### src/rtl/nvs_pkg.sv
package nvs_pkg;
  typedef enum logic [2:0] {
    ST_IDLE,
    ST_STORE,
    ST_CLEAR,
    ST_COPY,
    ST_SETTLE
  } seq_state_t;

  typedef enum logic {
    OP_STORE,
    OP_RECALL
  } op_kind_t;
endpackage

### src/rtl/nvs_array.sv
module nvs_array #(
  parameter int DEPTH = 16,
  parameter int WIDTH = 8,
  localparam int AW = $clog2(DEPTH)
) (
  input  logic             clk,
  input  logic             rst_n,
  input  logic             wr_en,
  input  logic [AW-1:0]    wr_addr,
  input  logic [WIDTH-1:0] wr_data,
  input  logic [AW-1:0]    rd_addr,
  output logic [WIDTH-1:0] rd_data,
  input  logic             clr_all,
  input  logic             save_en,
  input  logic             load_en,
  input  logic [AW-1:0]    xfer_idx
);
  logic [WIDTH-1:0] ram_v [DEPTH];

  for (genvar g = 0; g < DEPTH; g++) begin : g_word
    localparam logic [AW-1:0] IDX = AW'(g);
    logic [WIDTH-1:0] ram_q;
    logic [WIDTH-1:0] shd_q;

    // working word: clear beats load beats write
    always_ff @(posedge clk or negedge rst_n) begin
      if (!rst_n) begin
        ram_q <= '0;
      end else if (clr_all) begin
        ram_q <= '0;
      end else if (load_en && xfer_idx == IDX) begin
        ram_q <= shd_q;
      end else if (wr_en && wr_addr == IDX) begin
        ram_q <= wr_data;
      end
    end

    // shadow word changes only during a store
    always_ff @(posedge clk or negedge rst_n) begin
      if (!rst_n) begin
        shd_q <= '0;
      end else if (save_en && xfer_idx == IDX) begin
        shd_q <= ram_q;
      end
    end

    assign ram_v[g] = ram_q;
  end

  assign rd_data = ram_v[rd_addr];
endmodule

### src/rtl/nvs_seq.sv
module nvs_seq
  import nvs_pkg::*;
#(
  parameter int DEPTH = 16,
  parameter int EXTRA = 2,
  localparam int AW = $clog2(DEPTH),
  localparam int CW = $clog2(EXTRA + 1)
) (
  input  logic          clk,
  input  logic          rst_n,
  input  logic          start_store,
  input  logic          start_recall,
  output logic          busy,
  output logic          save_en,
  output logic          clr_all,
  output logic          load_en,
  output logic [AW-1:0] idx,
  output logic          op_done,
  output logic          done_recall
);
  localparam logic [AW-1:0] LAST_IDX = AW'(DEPTH - 1);
  localparam logic [CW-1:0] LAST_CNT = CW'(EXTRA - 1);

  seq_state_t state_q;
  op_kind_t   kind_q;
  logic [AW-1:0] idx_q;
  logic [CW-1:0] cnt_q;

  always_ff @(posedge clk or negedge rst_n) begin
    if (!rst_n) begin
      state_q <= ST_IDLE;
      kind_q  <= OP_STORE;
      idx_q   <= '0;
      cnt_q   <= '0;
    end else begin
      unique case (state_q)
        ST_IDLE: begin
          idx_q <= '0;
          cnt_q <= '0;
          if (start_store) begin
            state_q <= ST_STORE;
            kind_q  <= OP_STORE;
          end else if (start_recall) begin
            state_q <= ST_CLEAR;
            kind_q  <= OP_RECALL;
          end
        end
        ST_CLEAR: begin
          state_q <= ST_COPY;
          idx_q   <= '0;
        end
        ST_STORE, ST_COPY: begin
          idx_q <= idx_q + 1'b1;
          if (idx_q == LAST_IDX) begin
            state_q <= ST_SETTLE;
            cnt_q   <= '0;
          end
        end
        ST_SETTLE: begin
          if (cnt_q == LAST_CNT) begin
            state_q <= ST_IDLE;
          end else begin
            cnt_q <= cnt_q + 1'b1;
          end
        end
        default: state_q <= ST_IDLE;
      endcase
    end
  end

  assign busy        = (state_q != ST_IDLE);
  assign save_en     = (state_q == ST_STORE);
  assign load_en     = (state_q == ST_COPY);
  assign clr_all     = (state_q == ST_CLEAR);
  assign idx         = idx_q;
  assign op_done     = (state_q == ST_SETTLE) && (cnt_q == LAST_CNT);
  assign done_recall = op_done && (kind_q == OP_RECALL);
endmodule

### src/rtl/nvs_policy.sv
module nvs_policy (
  input  logic clk,
  input  logic rst_n,
  input  logic below_switch,
  input  logic below_reset,
  input  logic busy,
  input  logic sw_store,
  input  logic sw_recall,
  input  logic wr_accept,
  input  logic op_done,
  input  logic done_recall,
  output logic start_store,
  output logic start_recall,
  output logic dirty_q,
  output logic rcl_auto_q
);
  logic pend_q;
  logic go_auto_rcl;
  logic go_auto_st;
  logic go_sw_st;
  logic go_sw_rcl;

  // priority: latched power-up recall, auto store, software store, software recall
  assign go_auto_rcl = !busy && pend_q && !below_switch && !below_reset;
  assign go_auto_st  = !busy && !go_auto_rcl && below_switch && dirty_q;
  assign go_sw_st    = !busy && !go_auto_rcl && !below_switch && sw_store;
  assign go_sw_rcl   = !busy && !go_auto_rcl && !below_switch && !sw_store && sw_recall;

  assign start_store  = go_auto_st || go_sw_st;
  assign start_recall = go_auto_rcl || go_sw_rcl;

  always_ff @(posedge clk or negedge rst_n) begin
    if (!rst_n) begin
      pend_q <= 1'b0;
    end else if (below_reset) begin
      pend_q <= 1'b1;
    end else if (go_auto_rcl) begin
      pend_q <= 1'b0;
    end
  end

  always_ff @(posedge clk or negedge rst_n) begin
    if (!rst_n) begin
      dirty_q <= 1'b0;
    end else if (op_done) begin
      dirty_q <= 1'b0;
    end else if (wr_accept) begin
      dirty_q <= 1'b1;
    end
  end

  always_ff @(posedge clk or negedge rst_n) begin
    if (!rst_n) begin
      rcl_auto_q <= 1'b0;
    end else if (go_auto_rcl) begin
      rcl_auto_q <= 1'b1;
    end else if (done_recall) begin
      rcl_auto_q <= 1'b0;
    end
  end
endmodule

### src/rtl/nvsram_ctrl.sv
module nvsram_ctrl #(
  parameter int DEPTH = 16,
  parameter int WIDTH = 8,
  parameter int EXTRA = 2,
  localparam int AW = $clog2(DEPTH)
) (
  input  logic             clk,
  input  logic             rst_n,
  input  logic             req_valid,
  output logic             req_ready,
  input  logic             req_write,
  input  logic [AW-1:0]    req_addr,
  input  logic [WIDTH-1:0] req_wdata,
  output logic             rsp_valid,
  output logic [WIDTH-1:0] rsp_rdata,
  input  logic             sw_store,
  input  logic             sw_recall,
  input  logic             below_switch,
  input  logic             below_reset,
  output logic             busy,
  output logic             wr_err
);
  logic          start_store, start_recall;
  logic          save_en, clr_all, load_en;
  logic [AW-1:0] idx;
  logic          op_done, done_recall;
  logic          dirty_q, rcl_auto_q;
  logic          corrupt_q;
  logic          wr_accept, rd_accept;
  logic [WIDTH-1:0] rd_word;

  assign req_ready = !busy && !corrupt_q;
  assign wr_accept = req_valid && req_ready && req_write && !below_switch;
  assign rd_accept = req_valid && req_ready && !req_write;

  nvs_array #(.DEPTH(DEPTH), .WIDTH(WIDTH)) u_array (
    .clk      (clk),
    .rst_n    (rst_n),
    .wr_en    (wr_accept),
    .wr_addr  (req_addr),
    .wr_data  (req_wdata),
    .rd_addr  (req_addr),
    .rd_data  (rd_word),
    .clr_all  (clr_all),
    .save_en  (save_en),
    .load_en  (load_en),
    .xfer_idx (idx)
  );

  nvs_seq #(.DEPTH(DEPTH), .EXTRA(EXTRA)) u_seq (
    .clk          (clk),
    .rst_n        (rst_n),
    .start_store  (start_store),
    .start_recall (start_recall),
    .busy         (busy),
    .save_en      (save_en),
    .clr_all      (clr_all),
    .load_en      (load_en),
    .idx          (idx),
    .op_done      (op_done),
    .done_recall  (done_recall)
  );

  nvs_policy u_policy (
    .clk          (clk),
    .rst_n        (rst_n),
    .below_switch (below_switch),
    .below_reset  (below_reset),
    .busy         (busy),
    .sw_store     (sw_store),
    .sw_recall    (sw_recall),
    .wr_accept    (wr_accept),
    .op_done      (op_done),
    .done_recall  (done_recall),
    .start_store  (start_store),
    .start_recall (start_recall),
    .dirty_q      (dirty_q),
    .rcl_auto_q   (rcl_auto_q)
  );

  // refuse a write that was pending as the power-up recall finished
  always_ff @(posedge clk or negedge rst_n) begin
    if (!rst_n) begin
      corrupt_q <= 1'b0;
    end else if (done_recall && rcl_auto_q && req_valid && req_write) begin
      corrupt_q <= 1'b1;
    end else if (!req_valid) begin
      corrupt_q <= 1'b0;
    end
  end
  assign wr_err = corrupt_q;

  always_ff @(posedge clk or negedge rst_n) begin
    if (!rst_n) begin
      rsp_valid <= 1'b0;
      rsp_rdata <= '0;
    end else begin
      rsp_valid <= rd_accept;
      if (rd_accept) begin
        rsp_rdata <= rd_word;
      end
    end
  end
endmodule

### config.mk
export PLATFORM = sky130hd
export DESIGN_NAME = nvsram_ctrl
export DESIGN_NICKNAME = d
export VERILOG_FILES = /design/src/rtl/nvs_pkg.sv /design/src/rtl/nvs_array.sv /design/src/rtl/nvs_seq.sv /design/src/rtl/nvs_policy.sv /design/src/rtl/nvsram_ctrl.sv
export SDC_FILE = /design/constraint.sdc
export NUM_CORES = 1
export LEC_CHECK = 0
export BUFFER_PORTS_ARGS = -buffer_cell sky130_fd_sc_hd__buf_4
export CAP_MARGIN = 20
export CORE_MARGIN = 2
export CORE_UTILIZATION = 59
export CTS_CLUSTER_DIAMETER = 60
export DETAILED_ROUTE_END_ITERATION = 8
export PLACE_DENSITY_LB_ADDON = 0.1
export SLEW_MARGIN = 20
export SYNTH_ARGS = -nofsm -noshare
export SYNTH_HDL_FRONTEND = slang
export SYNTH_SLANG_ARGS = --single-unit
### constraint.sdc
create_clock -name clk -period 2.5 [get_ports clk]
set_clock_uncertainty 0.05 [all_clocks]
set_input_delay 0.25 -clock clk [delete_from_list [all_inputs] [get_ports clk]]
set_output_delay 0.25 -clock clk [all_outputs]
set_load 0.05 [all_outputs]
# == Word level (Yosys, flattened, before mapping) ==
# Index checks and enable logic that the tools add are counted.
# op_classes
n_mux,70
n_reduce_logical,108
n_addsub,2
n_bitwise,1
magnitude_cmp,1
eq_ne,40
# op_table
op,n
8-bit two-way mux,50
1-bit logical AND,68
"4-bit equality test, second input constant",16
3-bit nonzero test,18
8-bit binary-select mux with 4-bit select,1
"4-bit by 3-bit equality test with 1-bit output, second input constant",8
"4-bit by 2-bit equality test with 1-bit output, second input constant",4
3-bit two-way mux,4
3-bit one-hot mux with 4 select lines,1
1-bit two-way mux,10
2-bit nonzero test,5
"4-bit by 1-bit equality test with 1-bit output, second input constant",2
4-bit logical NOT,2
4-bit one-hot mux with 2 select lines,1
1-bit logical NOT,7
"3-bit by 2-bit equality test with 1-bit output, second input constant",2
2-bit one-hot mux with 3 select lines,1
3-bit AND reduction,2
"5-bit >= comparator, second input constant",1
4-bit inverter with 5-bit output,1
"4-bit by 1-bit adder with 4-bit output, second input constant",1
2-bit two-way mux,2
"2-bit by 1-bit inequality test with 1-bit output, second input constant",2
"2-bit inequality test, second input constant",2
other kinds (9),11
# totals
regBits,279

# == Logic depth before layout (Yosys ltp) ==
# Gate-level depths: netlist of run 1.
# logic_depth
word_depth,14
ltp_mapped,8
mapped_depth_nobuf,6

# == Modules after synthesis ==
# A second synthesis of run 1 with hierarchy kept.
# unflattened
hier_cells,1089
area_unflattened_um2,13357.8
# modules_own_cells
mod,n_inst,cells_per_inst,area_per_inst_um2
nvs_array,1,997,12310.6
nvs_seq,1,54,515.5
nvsram_ctrl,1,23,391.6
nvs_policy,1,15,140.1

# == Least setup slack after synthesis of run 1 ==
# OpenSTA, ideal clock, no wires.
# synth_path
path_type,register to register
from,register u_seq.state_q[0]
to,register rsp_rdata[1]
arrival_ns,2.232
setup_time_ns,0.090
n_path_buf,3
stages_incl_launch_ff,8
slack_ns,0.128
path_cell_list,dfrtp_1 or3_1 buf_2 or4b_1 clkbuf_1 or3b_1 buf_2 o221ai_1
# synth_between
elab_chain_cells,5
# synth_lines
element,line,rtl
start: declaration,nvs_seq.sv:24,seq_state_t state_q;
start signal: assignment,nvs_seq.sv:31,state_q <= ST_IDLE;
start signal: assignment,nvs_seq.sv:41,state_q <= ST_STORE;
start signal: assignment,nvs_seq.sv:44,state_q <= ST_CLEAR;
3-bit nonzero test,nvs_seq.sv:71,assign busy = (state_q != ST_IDLE);
named net busy,nvsram_ctrl.sv:20,"output logic busy,"
1-bit logical NOT,nvsram_ctrl.sv:32,assign req_ready = !busy && !corrupt_q;
1-bit logical AND,nvsram_ctrl.sv:32,
1-bit logical AND (2 in a row),nvsram_ctrl.sv:34,assign rd_accept = req_valid && req_ready && !req_write;
end signal: assignment,nvsram_ctrl.sv:100,rsp_rdata <= rd_word;
end: declaration,nvsram_ctrl.sv:15,"output logic [WIDTH-1:0] rsp_rdata,"
# The timed path passes the listed nets, and every way through them passes these cells.
# A chain may end at the register's enable or synchronous reset.

# == Final worst setup path of run 1 ==
# layout_path
from,register u_seq.state_q[0]
to,register u_array.g_word[2].ram_q[6]
# layout_between
elab_chain_cells,8
# layout_lines
element,line,rtl
3-bit nonzero test,nvs_seq.sv:71,
1-bit logical NOT,nvsram_ctrl.sv:32,
1-bit logical AND,nvsram_ctrl.sv:32,
1-bit logical AND (3 in a row),nvsram_ctrl.sv:33,assign wr_accept = req_valid && req_ready && req_write && !below_switch;
1-bit logical AND,nvs_array.sv:33,end else if (wr_en && wr_addr == IDX) begin
3-bit nonzero test (no line),n/a,
end signal: assignment,nvs_array.sv:32,ram_q <= shd_q;
end signal: assignment,nvs_array.sv:34,ram_q <= wr_data;
end: declaration,nvs_array.sv:22,logic [WIDTH-1:0] ram_q;
# Parallel ways exist; a longest one is shown, timed or not.

==> results of run 1 <==
synthesized netlist by cell type, types with 4 or more instances:
master	n	area share
o21ai_0	51	0.018
and2_1	11	0.0050
and3_1	13	0.0059
dfrtp_1	279	0.50
buf_2	7	0.0025
a22oi_1	8	0.0043
a22o_1	4	0.0025
buf_1	8	0.0022
nand2_1	37	0.010
nor3_1	4	0.0014
nand3_1	43	0.016
or3_1	10	0.0045
mux4_2	32	0.052
nor2_1	17	0.0046
clkbuf_1	57	0.015
nand2b_1	5	0.0023
inv_1	18	0.0049
nor2b_1	6	0.0027
ha_1	5	0.0045
o211ai_1	5	0.0027
mux2i_1	26	0.019
a21oi_1	42	0.015
mux2_2	342	0.28
worst min-delay path by stage:
stage               slack, ps  cells after the start                                      to
floorplan                -100                      0                rsp_rdata[0]$_DFFE_PN0P_
global placement          250                      1  u_array.g_word[0].shd_q[0]$_DFFE_PN0P_
detailed placement        240                      1  u_array.g_word[0].shd_q[0]$_DFFE_PN0P_
CTS                        40                      4                u_seq.kind_q$_DFFE_PN0P_
global route               60                      4                u_seq.kind_q$_DFFE_PN0P_
finish                     60                      4                u_seq.kind_q$_DFFE_PN0P_
registers in the layout, summed over array words and instances (netlist names):
name,cells
u_seq.idx,4
rsp_rdata,8
u_seq.kind_q,1
u_array.g_word.shd_q,128
rsp_valid,1
u_seq.state_q,3
u_policy.dirty_q,1
u_array.g_word.ram_q,128
u_policy.pend_q,1
u_seq.cnt_q,2
wr_err,1
u_policy.rcl_auto_q,1
power groups by stage:
| stage | clock network, mW | logic (mW) | registers (mW) |
|---|---|---|---|
| after floorplan | 0 | 5.16 | 7.60 |
| after global placement | 0 | 7.17 | 7.84 |
| after detailed placement | 0 | 7.33 | 7.93 |
| after CTS | 4.64 | 7.40 | 7.87 |
| after global routing | 4.82 | 7.98 | 8.14 |
| final | 4.57 | 7.45 | 7.91 |
cell type report:
| type | instances | area share |
|---|---|---|
| Sequential cell | 279 | 0.4378 |
| Multi-Input combinational cell | 699 | 0.4125 |
| Clock buffer | 44 | 0.05609 |
| Timing Repair Buffer | 106 | 0.05601 |
| Tap cell | 319 | 0.02503 |
| Clock inverter | 11 | 0.008394 |
| Inverter | 18 | 0.004236 |
logic make-up (layout without fill, tap and decap cells):
group / count (synthesis) / in the layout / share of synthesized area
muxes: 400 / 400 / 0.3484
DFF: 279 / 279 / 0.5033
and+or+nand+nor: 170 / 170 / 0.06720
AOI/OAI and AO/OA: 124 / 124 / 0.05160
buffers and inverters: 90 / 179 / 0.02499
adders and majority gates: 5 / 5 / 0.004510
routing by layer:
layer,track usage,wire length (um),up-vias
li1,-,-,4049
met1,0.4326,16150,4734
met2,0.4481,15750,262
met3,0.03910,1784,65
met4,0.09307,1181,0
met5,0,0,-
metrics by stage:
| stage | instances | area [um^2] | setup WS (ps) | hold slack [ps] |
|---|---|---|---|---|
| after floorplan | 1068 | 13870 | 127.7 | -95.59 |
| after global routing | 1476 | 15950 | 6.832 | 61.83 |
| final | 1476 | 15950 | 16.20 | 60.79 |
| after CTS | 1476 | 15920 | 5.791 | 44.10 |
| after global placement | 1415 | 14820 | 65.21 | 248.7 |
| after detailed placement | 1415 | 14820 | 10.25 | 239.5 |
worst max-delay path, cell delays in order (launching register included):
cell     delay (ps)
dfrtp_1         430
buf_4           170
or3b_2          610
and2_1          440
mux2_2          380
mux2_2          270
repair_timing:
item | 4_1_cts | 5_1_grt
hold buffers | 6 | 0
gates resized for setup | 2 | 8
hold endpoints to repair | 77 | 0
buffers inserted | 0 | 0
setup endpoints to repair | 8 | 58
==> metrics, run 1 <==
initial core utilization=0.5963; Netlist cell types=44; NetSw=6.733 mW; first-pass GRT wire length=54.76 mm; DP HPWL=23.28 mm; area delta synth->final=14.98%; GRT Total Usage=0.2916; synthesized area per cell=12.99 um^2; vias in the first global route=9249; clock power share=0.229; ys async rst share=1.000; Total Power=19.92 mW; total gr overflow=0; worst skew pair latency=560 ps; most frequent cells in the layout=mux2_2, dfrtp_1, buf_4; I/O Pins=32; Yosys warning count=0; Worst Setup EP=u_array.g_word[2].ram_q[6]$_DFFE_PN0P_; status=completed; final period utilization=0.9935; unrepaired setup endpoints after global routing=no; CTS root buffer=clkbuf_16; Fmax achieved=402.6 MHz; CP endpoint kind=flip-flop; max_slew headroom=0.2777; minimum clock period=2484 ps; die height=157.3 um; sequential-to-total area share from yosys stat=0.5033; Cells after Synth=1068; First DRT Iteration DRCs=800; setup TNS=0 ps; Finished Core Util=0.6856; GP Congestion=0.8967; main flop type after synthesis=dfrtp_1; Wirelength per Cell=23.62 um; Std-Cell Rows=56; reg2reg path depth=5; commonest non-fill, non-tap cell in the layout=mux2_2; CTS tree=done; Vias per Instance=6.172; Yosys reg bits=279; Syn Std Cell Area=13870 um^2; Clock transition at path regs=60 ps; final WL=34.87 mm; I/O Buffers=31; switching portion of total power=0.3380; Clock Path Buffers=3; Sequential Power Share=0.397; Worst Setup SP=u_seq.state_q[0]$_DFFE_PN0P_; n_diodes=0; initial antenna violation count=0; clock sinks=279; # H-tree levels=1; Comb power frac=0.374; Slew @ Worst Pin=1083 ps; Worst Path Max Fanout=11; CP Data Arrival Time=2870 ps; Final #Nets=1159; drt drc=0; syn_nets=1093; largest net degree at the start of global routing=80; pins over their slew limit=0; area of the multi-input gates=6579 um^2; Max Cap Viol=0; FF-to-FF setup slack=20 ps; Post-synth EDFFs=0; final setup violation count=0; CP Class=reg -> reg; Final Hold Fails=0; Pleak=7.174 nW; Int Pwr=13.19 mW; area of the die=24750 um^2; worst r2r src=u_seq.state_q[0]$_DFFE_PN0P_; Detail Route Antenna Nets=0; Critical Path Start Type=flip-flop; Peak VDD IR=689.4 uV; drt first pass iters=5; RR Endpoint=u_array.g_word[2].ram_q[6]$_DFFE_PN0P_; core footprint=23260 um^2; width of the die=157.3 um; WP data required=2890 ps; FILL cells=1689; pwr/cell area=1249 nW/um^2; sequential cell area=6982 um^2; cts bufs inserted=30; Hold WC Path Type=in -> reg; Hold Startpoint=sw_store; layout cells sized above 1=0.4702; DR vias=9110
Power figures use the tool's default switching activity.
==> run 2: changes to the inputs <==
--- a/config.mk
+++ b/config.mk
@@ -8,7 +8,7 @@
 export BUFFER_PORTS_ARGS = -buffer_cell sky130_fd_sc_hd__buf_4
 export CAP_MARGIN = 20
 export CORE_MARGIN = 2
-export CORE_UTILIZATION = 59
+export CORE_UTILIZATION = 57
 export CTS_CLUSTER_DIAMETER = 60
 export DETAILED_ROUTE_END_ITERATION = 8
 export PLACE_DENSITY_LB_ADDON = 0.1
==> constraint.sdc (replaced) <==
create_clock -name clk -period 2.1 [get_ports clk]
set_clock_uncertainty 0.05 [all_clocks]
set_input_delay 0.21 -clock clk [delete_from_list [all_inputs] [get_ports clk]]
set_output_delay 0.21 -clock clk [all_outputs]
set_load 0.05 [all_outputs]
==> metrics, run 2 (synthesis gave the netlist of run 1 again) <==
status=complete, but fails checks; failing checks=setup timing; CP Class=reg -> reg; Peak VDD IR=980.4 uV (+42%); sink of the worst hold path=u_policy.dirty_q$_DFFE_PN0P_; final setup violation count=104 (+104); CP max-delay cell=or4_1; area delta synth->final=24.73%; area of the die=25600 um^2 (+3.4%); Placed Area=15690 um^2 (+5.8%); FF-to-FF setup slack=-130 ps (-150 ps); first-pass GRT wire length=57.11 mm (+4.3%); Clock Path Buffers=3 (unchanged); Worst Path Max Fanout=8 (-3); Vias per Instance=6.189 (+0.27%); crit path cell chain=or4_1, buf_6, nor4b_4, buf_4, a22oi_2, mux2_4; Final #Nets=1228 (+6.0%); top flop regs=u_array.g_word.ram_q: 128 flops, u_array.g_word.shd_q: 128 flops, rsp_rdata: 8 flops; DP HPWL=24.65 mm (+5.9%); Critical Path Max Stage Delay=540 ps (-70 ps); Slew @ Worst Pin=682.4 ps (-401.0 ps); core footprint=24110 um^2 (+3.6%); I/O Buffers=31 (unchanged); Fmax achieved=448.2 MHz (+11%); Detail Route Antenna Nets=0 (unchanged); commonest non-fill, non-tap cell in the layout=mux2_2; Wirelength per Cell=23.66 um (+0.17%); Max Cap Viol=0 (unchanged); drt first pass iters=5 (unchanged); Final Hold Fails=0 (unchanged); I/O Pins=32 (unchanged); NetSw=8.618 mW (+28%); worst r2r src=u_seq.state_q[1]$_DFFE_PN0P_; minimum clock period=2231 ps (-252.4 ps); delay-heaviest family, CP=simple AND/OR/NAND/NOR gates; Critical Path Start Type=flip-flop; Int Pwr=16.68 mW (+26%); drt drc=0 (unchanged); initial antenna violation count=0 (unchanged); pwr/cell area=1462 nW/um^2 (+17%); post-route setup slack=-131.4 ps (-147.6 ps); GRT Total Usage=0.2882 (-0.003340); DR vias=9605 (+5.4%); First DRT Iteration DRCs=730 (-8.8%); WP data required=2500 ps (-390 ps); Total Power=25.30 mW (+27%); clock sinks=279 (unchanged); final WL=36.73 mm (+5.3%); Std-Cell Rows=57 (+1.8%); CP Data Arrival Time=2630 ps (-240 ps); clock power share=0.213 (-0.016); max_slew headroom=0.5451 (+0.2674); Fin Hold WS=51.02 ps (-9.764 ps); layout cells sized above 1=0.5309 (+0.06076); Hold WC Path Type=in -> reg; FILL cells=1692 (+0.18%); most frequent cells in the layout=mux2_2, dfrtp_1, buf_4; total gr overflow=0 (unchanged); Sequential Power Share=0.372 (-0.025); Comb power frac=0.415 (+0.041); reg2reg path depth=6 (+1); GP Congestion=0.9090 (+1.4%); CP endpoint kind=flip-flop; CTS tree=done; worst skew pair latency=570 ps (about the same); pins over their slew limit=0 (unchanged); Worst Hold Depth=5 (+1); die height=160.0 um (+1.7%); initial core utilization=0.5754 (-0.02086); Place WS=-242.0 ps (-252.3 ps); # H-tree levels=1 (unchanged); width of the die=160.0 um (+1.7%); n_diodes=0 (unchanged); setup TNS=-5428 ps (-5428 ps); vias in the first global route=9834 (+6.3%); largest net degree at the start of global routing=55 (-31%); RR Endpoint=u_array.g_word[6].ram_q[0]$_DFFE_PN0P_; switching portion of total power=0.3407 (+0.002724); Pleak=7.826 nW (+9.1%); Hold Startpoint=below_switch; CTS root buffer=clkbuf_16; Buf/Inv on CP=2 (+1); unrepaired setup endpoints after global routing=yes; Final Cell Area=17300 um^2 (+8.5%); Clock transition at path regs=60 ps (about the same); cts bufs inserted=31 (+3.3%); final period utilization=1.063 (+0.06904)
==> run 2: cell types whose count changed in the layout (fill, tap and decap cells not counted), moves of 6 or more <==
cell,delta
mux2_2,-37
nor2_1,-6
and2_1,-6
buf_12,+24
buf_4,+28
and2_4,+8
buf_6,+8
mux2_4,+37
==> run 2: metrics by stage <==
| stage | cells | utilization |
|---|---|---|
| floorplan | 1068 | - |
| global placement | 1473 | 0.6509 |
| detailed placement | 1473 | 0.6509 |
| CTS | 1538 | 0.7021 |
| global route | 1552 | 0.7177 |
| finish | 1552 | 0.7177 |
==> run 2: worst max path at each step <==
stage	start	end	slack (ps)	cells past startpoint
finish	u_seq.state_q[1]$_DFFE_PN0P_	u_array.g_word[6].ram_q[0]$_DFFE_PN0P_	-130	6
CTS	u_seq.state_q[1]$_DFFE_PN0P_	u_array.g_word[5].ram_q[3]$_DFFE_PN0P_	-130	6
global route	u_seq.state_q[1]$_DFFE_PN0P_	u_array.g_word[7].ram_q[0]$_DFFE_PN0P_	-180	6
floorplan	u_seq.state_q[0]$_DFFE_PN0P_	rsp_rdata[1]$_DFFE_PN0P_	-210	7
global placement	u_seq.state_q[2]$_DFFE_PN0P_	u_array.g_word[2].ram_q[4]$_DFFE_PN0P_	-170	5
detailed placement	u_seq.state_q[2]$_DFFE_PN0P_	u_array.g_word[10].ram_q[6]$_DFFE_PN0P_	-240	5
==> run 2: per-layer routing <==
metal / GRT usage / vias up / routed length, um
met5: 0 / - / 0
met4: 0.1183 / 0 / 1345
met3: 0.04260 / 76 / 1844
met2: 0.4382 / 288 / 16780
met1: 0.4206 / 5035 / 16760
li1: - / 4206 / -
==> run 2: cell type report <==
type | instances | area [um^2] | share of cell area
multi-input cells | 700 | 7008 | 0.4050
flip-flops and latches | 279 | 6983 | 0.4036
repair buffers | 173 | 1812 | 0.1047
clock buffers | 46 | 922.1 | 0.05330
well taps | 324 | 405.4 | 0.02343
clock inverters | 12 | 103.9 | 0.006002
inverters | 18 | 67.56 | 0.003905
==> run 2: power by group through the flow <==
stage	Sequential, mW	Combinational, mW	Clock [mW]
2_1_floorplan	9.05	6.36	0
3_3_place_gp	9.29	9.50	0
3_5_place_dp	9.41	9.73	0
4_1_cts	9.34	9.97	5.46
5_1_grt	9.69	11.2	5.69
6_report	9.40	10.5	5.39
==> run 2: tightest hold or removal path: cells and delay by family <==
kind            cells  cell delay (ps)
simple gates        2              130
compound gates      1               70
buf+inv             2              200
==> run 2: what timing repair did <==
action	4_1_cts	5_1_grt
endpoints found under the hold margin	282	0
cloned	0	3
hold buffers	6	0
endpoints found under the setup margin	152	180
pin swaps	15	12
resized for setup	34	67
buffers inserted	1	11
==> run 3: changes to the inputs <==
--- a/config.mk
+++ b/config.mk
@@ -11,7 +11,7 @@
 export CORE_UTILIZATION = 57
 export CTS_CLUSTER_DIAMETER = 60
 export DETAILED_ROUTE_END_ITERATION = 8
-export PLACE_DENSITY_LB_ADDON = 0.1
+export PLACE_DENSITY = 0.75
 export SLEW_MARGIN = 20
 export SYNTH_ARGS = -nofsm -noshare
 export SYNTH_HDL_FRONTEND = slang
==> metrics, run 3 (synthesis gave the netlist of run 1 again) <==
post-route setup slack=-141.9 ps (-10.57 ps); DP HPWL=24.42 mm (-0.94%); M1 GR Usage=0.4130 (-0.007571); vias in the first global route=9929 (+0.97%); final period utilization=1.068 (+0.005032); NetSw=8.570 mW (-0.56%); Std-Cell Rows=57 (unchanged); Detail Route Antenna Nets=0 (unchanged); Clock transition at path regs=60 ps (about the same); drt first pass iters=5 (unchanged); First DRT Iteration DRCs=945 (+29%); total gr overflow=0 (unchanged); GP Congestion=0.9331 (+2.7%); I/O Buffers=31 (unchanged); Pleak=7.675 nW (-1.9%); Wirelength per Cell=23.94 um (+1.2%); delay-heaviest family, CP=simple AND/OR/NAND/NOR gates; CP endpoint kind=flip-flop; largest net degree at the start of global routing=63 (+15%); clock sinks=279 (unchanged); Buf/Inv on CP=3 (+1); DR vias=9518 (-0.91%); max_slew headroom=0.4830 (-0.06210); CP max-delay cell=or4_4; pins over their slew limit=0 (unchanged); final setup violation count=136 (+31%); drt drc=0 (unchanged); grt peak-use layer=met2; top flop regs=u_array.g_word.ram_q: 128 flops, u_array.g_word.shd_q: 128 flops, rsp_rdata: 8 flops; area of the die=25600 um^2 (unchanged); # H-tree levels=1 (unchanged); CP Data Arrival Time=2640 ps (about the same); status=complete, but fails checks; initial antenna violation count=2 (+2); CP Class=reg -> reg; initial core utilization=0.5754 (unchanged); Place WS=-361.4 ps (-119.4 ps); RR Endpoint=u_array.g_word[15].ram_q[4]$_DFFE_PN0P_; Final #Nets=1208 (-1.6%); Max Cap Viol=0 (unchanged); sink of the worst hold path=u_policy.dirty_q$_DFFE_PN0P_; Int Pwr=16.69 mW (about the same); failing checks=setup timing; unrepaired setup endpoints after global routing=yes; CTS tree=done; final WL=36.58 mm (-0.41%); WP data required=2490 ps (about the same); area of the multi-input gates=6968 um^2 (-0.57%); met2 Usage GRT=0.4549 (+0.01673); most frequent cells in the layout=mux2_2, dfrtp_1, buf_4; worst skew pair latency=560 ps (about the same); met3 Usage GRT=0.04442 (+0.001818); Worst Path Max Fanout=8 (unchanged); reg2reg path depth=7 (+1); Hold WC Path Type=in -> reg; Vias per Instance=6.229 (+0.65%); Critical Path Start Type=flip-flop; width of the die=160.0 um (unchanged); Fmax achieved=446.0 MHz (-0.47%); switching portion of total power=0.3393 (-0.001372); die height=160.0 um (unchanged); minimum clock period=2242 ps (+10.57 ps); Slew @ Worst Pin=772.1 ps (+89.66 ps); Hold Startpoint=below_switch; crit path cell chain=or4_4, nor3_2, buf_4, buf_6, a31oi_4, buf_12, mux2_2; cts bufs inserted=31 (unchanged); Critical Path Max Stage Delay=630 ps (+90 ps); I/O Pins=32 (unchanged); Clock Path Buffers=3 (unchanged); clock power share=0.226 (+0.013); FF-to-FF setup slack=-140 ps (about the same); n_diodes=0 (unchanged); Finished Core Util=0.7089 (-0.008876); Fin Hold WS=42.02 ps (-9.002 ps); worst r2r src=u_seq.state_q[1]$_DFFE_PN0P_; pwr/cell area=1478 nW/um^2 (+1.1%); Final Hold Fails=0 (unchanged); GRT Total Usage=0.2890 (+0.0008004); Sequential Power Share=0.381 (+0.009); core footprint=24110 um^2 (unchanged); CTS root buffer=clkbuf_16; sequential cell area=6984 um^2 (about the same); layout cells sized above 1=0.5241 (-0.006858); Comb power frac=0.394 (-0.021); first-pass GRT wire length=57.39 mm (+0.48%); Worst Hold Depth=5 (unchanged); commonest non-fill, non-tap cell in the layout=mux2_2; FILL cells=1655 (-2.2%); area delta synth->final=23.19%; Peak VDD IR=1059 uV (+8.0%)
==> run 3: what timing repair did <==
action                     in CTS  in global routing
resized for setup              34                 44
hold buffers                    5                  0
setup endpoints to repair     153                193
hold endpoints to repair      282                  0
pin swaps                      13                 10
setup buffers                  11                  7
==> run 3: how the worst max path moves through the flow <==
stage / startpoint / slack [ps] / cells after the start / end
final: u_seq.state_q[1]$_DFFE_PN0P_ / -140 / 7 / u_array.g_word[15].ram_q[4]$_DFFE_PN0P_
after global placement: u_seq.state_q[2]$_DFFE_PN0P_ / -260 / 6 / u_array.g_word[1].ram_q[7]$_DFFE_PN0P_
after floorplan: u_seq.state_q[0]$_DFFE_PN0P_ / -210 / 7 / rsp_rdata[1]$_DFFE_PN0P_
after CTS: u_seq.state_q[1]$_DFFE_PN0P_ / -120 / 5 / u_array.g_word[10].ram_q[5]$_DFFE_PN0P_
after detailed placement: u_seq.state_q[2]$_DFFE_PN0P_ / -360 / 6 / u_array.g_word[1].ram_q[5]$_DFFE_PN0P_
after global routing: u_seq.state_q[1]$_DFFE_PN0P_ / -180 / 5 / u_array.g_word[6].ram_q[1]$_DFFE_PN0P_
==> run 3: layer usage <==
| layer | vias to the layer above | share of wire |
|---|---|---|
| met5 | - | 0.00044 |
| met4 | 2 | 0.032 |
| met3 | 71 | 0.067 |
| met2 | 362 | 0.47 |
| met1 | 4932 | 0.43 |
| li1 | 4151 | - |
==> run 3: per-stage QoR <==
stage / area, um^2 / std cells / setup TNS, ps / power (mW)
2_1_floorplan: 14100 / 1068 / -10060 / 15.42
6_report: 17090 / 1528 / -11540 / 25.26
4_1_cts: 16830 / 1522 / -8563 / 24.92
3_5_place_dp: 15490 / 1453 / -31330 / 18.93
3_3_place_gp: 15490 / 1453 / -21910 / 18.50
5_1_grt: 17090 / 1528 / -18210 / 26.45
==> run 3: final cells by class <==
| cell class | instances | area share |
|---|---|---|
| Sequential cell | 279 | 0.4087 |
| Clock buffer | 42 | 0.05191 |
| Multi-Input combinational cell | 699 | 0.4078 |
| Tap cell | 324 | 0.02372 |
| Inverter | 18 | 0.003954 |
| Clock inverter | 12 | 0.01128 |
| Timing Repair Buffer | 154 | 0.09263 |
==> run 3: worst min-delay path, stage by stage <==
cell     delay [ps]
buf_4            90
buf_4           120
nor3_1           50
nor2_1           70
o21ai_0          70
==> run 3: power groups by stage <==
stage                     Sequential (mW)  Clock [mW]  Combinational [mW]
final                                9.61        5.70                9.94
after global placement               9.41           0                9.09
after detailed placement             9.58           0                9.35
after CTS                            9.53        5.77                9.62
after global routing                 9.86        6.00                10.6
after floorplan                      9.05           0                6.36
